===== src/rtl/can_drv_guard_pkg.sv =====
// Package: can_drv_guard_pkg
// Shared types and constants for the CAN transmit driver guard.
// Assumes all control inputs are single-bit levels from another clock domain.
package can_drv_guard_pkg;

    // Bundle of the control inputs as seen by the synchroniser.
    typedef struct packed {
        logic tx_rec;   // 1 = recessive requested
        logic silent;   // 1 = silent mode
        logic ovt;      // 1 = overtemperature
        logic uvlo;     // 1 = supply undervoltage
    } ctl_t;

    localparam int CTL_W = $bits(ctl_t);

    // Safe state loaded by reset: recessive, normal mode, both faults assumed present.
    localparam ctl_t CTL_SAFE = '{tx_rec: 1'b1, silent: 1'b0, ovt: 1'b1, uvlo: 1'b1};

endpackage


===== src/rtl/cg_sync.sv =====
// Module: cg_sync
// Multi-bit level synchroniser, STAGES flops deep per bit.
// Assumes each bit is an independent level; no bus coherency is implied.
module cg_sync #(
    parameter int          W       = 4,
    parameter int          STAGES  = 2,
    parameter logic [W-1:0] RST_VAL = '0
) (
    input  logic         clk,
    input  logic         rst_n,
    input  logic [W-1:0] d_i,
    output logic [W-1:0] q_o
);

    logic [W-1:0] stg [STAGES];

    generate
        for (genvar g = 0; g < STAGES; g++) begin : g_stage
            if (g == 0) begin : g_first
                // Capture the asynchronous inputs.
                always_ff @(posedge clk) begin
                    if (!rst_n) stg[g] <= RST_VAL;
                    else        stg[g] <= d_i;
                end
            end else begin : g_next
                // Move the value one stage further along.
                always_ff @(posedge clk) begin
                    if (!rst_n) stg[g] <= RST_VAL;
                    else        stg[g] <= stg[g-1];
                end
            end
        end
    endgenerate

    assign q_o = stg[STAGES-1];

endmodule


===== src/rtl/cg_dom_timer.sv =====
// Module: cg_dom_timer
// Stuck-dominant watchdog. It arms on a falling edge of synchronised transmit data
// in normal mode, counts low samples, and latches a timeout after TOUT_CYC of them.
// Recessive transmit or silent mode clears everything. Leaving silent mode counts as
// a recessive history, so transmit that is already low re-arms the timer.
// Assumes TOUT_CYC >= 2 and inputs already synchronous.
module cg_dom_timer #(
    parameter int TOUT_CYC = 1000
) (
    input  logic clk,
    input  logic rst_n,
    input  logic tx_rec_i,
    input  logic silent_i,
    output logic tout_o
);

    localparam int CW = $clog2(TOUT_CYC + 1);
    localparam logic [CW-1:0] LAST_BEFORE = CW'(TOUT_CYC - 1);

    logic          prev_rec_q;
    logic          armed_q;
    logic [CW-1:0] run_q;
    logic          tout_q;
    logic          clear;
    logic          fall;

    assign clear = silent_i | tx_rec_i;
    assign fall  = prev_rec_q & ~clear;

    // Remember whether the previous sample counted as recessive (edge history).
    always_ff @(posedge clk) begin
        if (!rst_n) prev_rec_q <= 1'b1;
        else        prev_rec_q <= clear;
    end

    // Arm, count and latch the dominant timeout.
    always_ff @(posedge clk) begin
        if (!rst_n) begin
            armed_q <= 1'b0;
            run_q   <= '0;
            tout_q  <= 1'b0;
        end else if (clear) begin
            armed_q <= 1'b0;
            run_q   <= '0;
            tout_q  <= 1'b0;
        end else if (fall) begin
            armed_q <= 1'b1;
            run_q   <= CW'(1);
        end else if (armed_q && !tout_q) begin
            run_q <= run_q + CW'(1);
            if (run_q == LAST_BEFORE) tout_q <= 1'b1;
        end
    end

    assign tout_o = tout_q;

endmodule


===== src/rtl/cg_drv_gate.sv =====
// Module: cg_drv_gate
// Combines mode, faults and the timeout latch into the driver enable and the gated
// dominant request. Purely combinational; all inputs come from flops.
module cg_drv_gate
    import can_drv_guard_pkg::*;
(
    input  ctl_t ctl_i,
    input  logic tout_i,
    output logic drv_en_o,
    output logic drv_dom_o
);

    logic blocked;

    // Any single reason is enough to keep the driver off.
    always_comb begin
        blocked   = ctl_i.silent | ctl_i.ovt | ctl_i.uvlo | tout_i;
        drv_en_o  = ~blocked;
        drv_dom_o = ~blocked & ~ctl_i.tx_rec;
    end

endmodule


===== src/rtl/can_drv_guard.sv =====
// Module: can_drv_guard
// Top of the CAN transmit driver guard: synchronises the control inputs, runs the
// stuck-dominant watchdog, gates the driver and reports live status.
// Receive data is a combinational inversion of the comparator output.
// Assumes a synchronous active-low reset and TOUT_CYC >= 2.
module can_drv_guard
    import can_drv_guard_pkg::*;
#(
    parameter int TOUT_CYC    = 1000,
    parameter int SYNC_STAGES = 2
) (
    input  logic clk,
    input  logic rst_n,
    input  logic tx_data_i,
    input  logic mode_silent_i,
    input  logic ovt_flag_i,
    input  logic uvlo_flag_i,
    input  logic rx_dom_i,
    output logic rx_data_o,
    output logic drv_en_o,
    output logic drv_dom_o,
    output logic stat_timeout_o,
    output logic stat_therm_o,
    output logic stat_uvlo_o
);

    ctl_t             ctl_raw;
    ctl_t             ctl_s;
    logic [CTL_W-1:0] ctl_s_vec;
    logic             tout;
    logic             tx_rec_s;
    logic             silent_s;

    // Bundle the raw control inputs.
    always_comb begin
        ctl_raw.tx_rec = tx_data_i;
        ctl_raw.silent = mode_silent_i;
        ctl_raw.ovt    = ovt_flag_i;
        ctl_raw.uvlo   = uvlo_flag_i;
    end

    cg_sync #(
        .W       (CTL_W),
        .STAGES  (SYNC_STAGES),
        .RST_VAL (CTL_SAFE)
    ) u_sync (
        .clk   (clk),
        .rst_n (rst_n),
        .d_i   (ctl_raw),
        .q_o   (ctl_s_vec)
    );

    assign ctl_s    = ctl_t'(ctl_s_vec);
    assign tx_rec_s = ctl_s.tx_rec;
    assign silent_s = ctl_s.silent;

    cg_dom_timer #(
        .TOUT_CYC (TOUT_CYC)
    ) u_tmr (
        .clk      (clk),
        .rst_n    (rst_n),
        .tx_rec_i (tx_rec_s),
        .silent_i (silent_s),
        .tout_o   (tout)
    );

    cg_drv_gate u_gate (
        .ctl_i     (ctl_s),
        .tout_i    (tout),
        .drv_en_o  (drv_en_o),
        .drv_dom_o (drv_dom_o)
    );

    // Receive path and live status.
    assign rx_data_o      = ~rx_dom_i;
    assign stat_timeout_o = tout;
    assign stat_therm_o   = ctl_s.ovt;
    assign stat_uvlo_o    = ctl_s.uvlo;

endmodule


===== config.mk =====
export PLATFORM = sky130hd
export DESIGN_NAME = can_drv_guard
export DESIGN_NICKNAME = d
export VERILOG_FILES = /design/src/rtl/can_drv_guard_pkg.sv /design/src/rtl/cg_sync.sv /design/src/rtl/cg_dom_timer.sv /design/src/rtl/cg_drv_gate.sv /design/src/rtl/can_drv_guard.sv
export SDC_FILE = /design/constraint.sdc
export NUM_CORES = 1
export LEC_CHECK = 0
export BUFFER_PORTS_ARGS = -buffer_cell sky130_fd_sc_hd__buf_2
export CAP_MARGIN = 10
export CORE_ASPECT_RATIO = 0.9
export CORE_MARGIN = 3
export CORE_UTILIZATION = 56
export DETAILED_ROUTE_END_ITERATION = 7
export PLACE_DENSITY_LB_ADDON = 0.12
export SLEW_MARGIN = 20
export SYNTH_ARGS = -nofsm -noshare
export SYNTH_HDL_FRONTEND = slang
export SYNTH_SLANG_ARGS = --single-unit

===== constraint.sdc =====
create_clock -name clk -period 2.6 [get_ports clk]
set_input_delay 0 -clock clk [delete_from_list [all_inputs] [get_ports clk]]
set_output_delay 0 -clock clk [all_outputs]
set_load 0.005 [all_outputs]

==> flow_summary.json <==
{
  "status": "finished, final reports clean",
  "synthFlopType": "dfxtp_1",
  "cts.sinks": 21,
  "grt_max_degree": 14,
  "ys_ff_latch": 21,
  "hold_depth": 3,
  "clk_latency_ns": 0.30,
  "worstSetupEndpointType": "register",
  "syn_inst": 85,
  "syn2layout_area_growth_pct": 21.58,
  "worstPathCellList": "nand3b_1 > or4_1 > a21oi_1",
  "die_h_um": 42.76,
  "hold_violations": 0,
  "multi_input_area_um2": 396.6,
  "fin_skew_ns": 0.004913,
  "swShare_pct": 21.44,
  "crit_buf_inv": 0,
  "num_vias": 699,
  "drive_gt1_share_pct": 16.67,
  "first_iter_violations": 10,
  "rows": 12,
  "slowest_stage": "or4_1",
  "cts_root_buf": "clkbuf_4",
  "path_class": "register to register",
  "startpoint_type": "register",
  "die_w_um": 46.85,
  "rsz0062_at_grt": "no",
  "yosysUniqueCellTypes": 33,
  "power_frac_comb_pct": 5.2,
  "fillers": 94,
  "grtUsageTotal_pct": 18.62,
  "clock_power_share_pct": 30.5,
  "place_area_um2": 902.1,
  "cts_tree": "built",
  "internal_power_mw": 0.4059,
  "leakage_nw": 0.3662,
  "slew_viol_final": 0,
  "p_seq_share_pct": 64.2,
  "synthArstFlopShare_pct": 0,
  "fin_area_mm2": 0.001022,
  "post_cts_resized": 0,
  "syn_avg_cell_area_um2": 9.892,
  "register_area_um2": 420.4,
  "fin_cells": 122,
  "grt_pass1_wl_um": 2739,
  "reg2reg_slack_ns": 1.12,
  "initial_core_util_pct": 63.64,
  "synth_top_area_share_pct": 50.00,
  "wl_per_cell_um": 13.16,
  "grt_pass1_vias": 673,
  "vias_per_cell": 5.730,
  "synth_edf_count": 0,
  "reg2reg_depth": 3,
  "holdWs_ns": 0.2088,
  "max-vdd-ir-drop_mv": 0.4257,
  "antennaDiodeCount": 0,
  "critPathTopFamily": "simple AND/OR/NAND/NOR gates",
  "worstPathArrival_ns": 1.72,
  "h-tree-depth": 1,
  "yosysSeqAreaShare_pct": 50.00,
  "final_nets": 117,
  "synth_nets": 93,
  "path_max_fanout": 8,
  "slew_headroom_pct": 71.48,
  "synth_warnings": 0,
  "io_pins": 13,
  "wirelength_um": 1605,
  "maxCapViolCount": 0,
  "coreArea_mm2": 0.001321,
  "tns_ns": 0,
  "final_common_cell": "dfxtp_1",
  "drt_first_pass_iters": 5,
  "synth_area_leaders": "dfxtp_1, or2b_1, a21oi_1",
  "dieArea_mm2": 0.002003,
  "critPathRequiredTime_ns": 2.84,
  "hpwlAfterDp_um": 1079,
  "min_period_ns": 1.477,
  "max_slew.worst_pin.slew_ns": 0.4219,
  "cp.depth": 3,
  "cpPeakStageDelay_ns": 0.53,
  "cts_max_path_buffers": 2,
  "place_congestion": 0.8424,
  "antenna_found_initial": 0,
  "drtAntennaViolNets": 0,
  "io_buffer_count": 12,
  "synth_area_um2": 840.8,
  "synth_top_cell_by_area": "dfxtp_1",
  "cts.reportedPaths.clkPinSlew_ns": 0.12,
  "most-common-layout-cells": "dfxtp_1, buf_2, dlygate4sd3_1",
  "drc_errors": 0,
  "cts_buffers": 3,
  "place_inst": 109,
  "fmax_mhz": 677.0,
  "p_per_area_mw_per_mm2": 505.4,
  "final-setup-viol-count": 0,
  "grt-ovfl-total": 0,
  "period_share_pct": 56.81,
  "hold_class": "input port to output pin",
  "net-switching-power_mw": 0.1108
}
[state kept, by name (all words and copies together) (netlist names)]
register          count
u_sync.stg            8
u_tmr.run_q          10
u_tmr.prev_rec_q      1
u_tmr.armed_q         1
u_tmr.tout_o          1
[routing by layer]
metal	GRT usage [%]	vias up	share of wire, %
met5	0	-	0
met4	2.210	0	1.6
met3	8.475	4	5.8
met2	30.62	23	49
met1	22.48	317	44
li1	-	355	-
[path summary, 6_finish.rpt]
check | from | to
worst max register to register | u_tmr.tout_o$_SDFFE_PP0P_ | u_tmr.run_q[7]$_SDFFE_PP0P_
worst min-delay path | rx_dom_i | rx_data_o
worst max-delay path | u_tmr.tout_o$_SDFFE_PP0P_ | u_tmr.run_q[7]$_SDFFE_PP0P_
worst min register to register | u_sync.stg[0][1]$_SDFF_PN1_ | u_sync.stg[1][1]$_SDFF_PN1_
[metrics by stage]
step / utilization, % / total power [mW] / setup slack (ns)
finish: 77.37 / 0.5167 / 1.123
global placement: 68.28 / 0.3546 / 1.217
detailed placement: 68.28 / 0.3552 / 1.154
global route: 77.37 / 0.5442 / 1.022
CTS: 77.37 / 0.5195 / 1.137
floorplan: - / 0.3467 / 1.255
[synthesized netlist by cell type, drive strengths merged, types with 2 or more instances]
| cell | n |
|---|---|
| dfxtp | 21 |
| a21oi | 7 |
| or2b | 6 |
| nor2 | 5 |
| nand2 | 4 |
| nand4 | 3 |
| o21ai | 3 |
| o31ai | 3 |
| or3 | 3 |
| or4 | 3 |
| and2 | 2 |
| buf | 2 |
| inv | 2 |
| mux2i | 2 |
| nand3b | 2 |
| nor2b | 2 |
| or3b | 2 |
[layout make-up]
cell class,count,share of cell area [%]
Clock buffer,3,2.203
Clock inverter,1,0.7344
Inverter,2,0.7344
Multi-Input combinational cell,60,38.80
Sequential cell,21,41.13
Tap cell,14,1.714
Timing Repair Buffer,21,14.69
[power by group through the flow]
stage,clock network (mW),logic (mW),registers (mW)
6_report,0.158,0.0269,0.332
5_1_grt,0.181,0.0295,0.333
4_1_cts,0.161,0.0263,0.332
3_5_place_dp,0,0.0162,0.339
3_3_place_gp,0,0.0158,0.339
2_1_floorplan,0,0.00844,0.338
[worst register-to-register path: stages, from the launching register on]
cell      delay, ns
dfxtp_1        0.39
nand3b_1       0.33
or4_1          0.53
a21oi_1        0.16
[what timing repair did]
action | in CTS | in global routing
setup buffers | 0 | 0
hold buffers | 9 | 0
endpoints found under the hold margin | 7 | 0
[cell families after synthesis]
group / synth area share (%)
AOI/OAI and AO/OA: 9.672
xor gates and xnor gates: 2.084
adders and majority gates: 1.488
buffers and inverters: 2.827
DFF: 50.00
muxes: 2.381
and+or+nand+nor: 31.55
(Power assumes the default switching activity.)
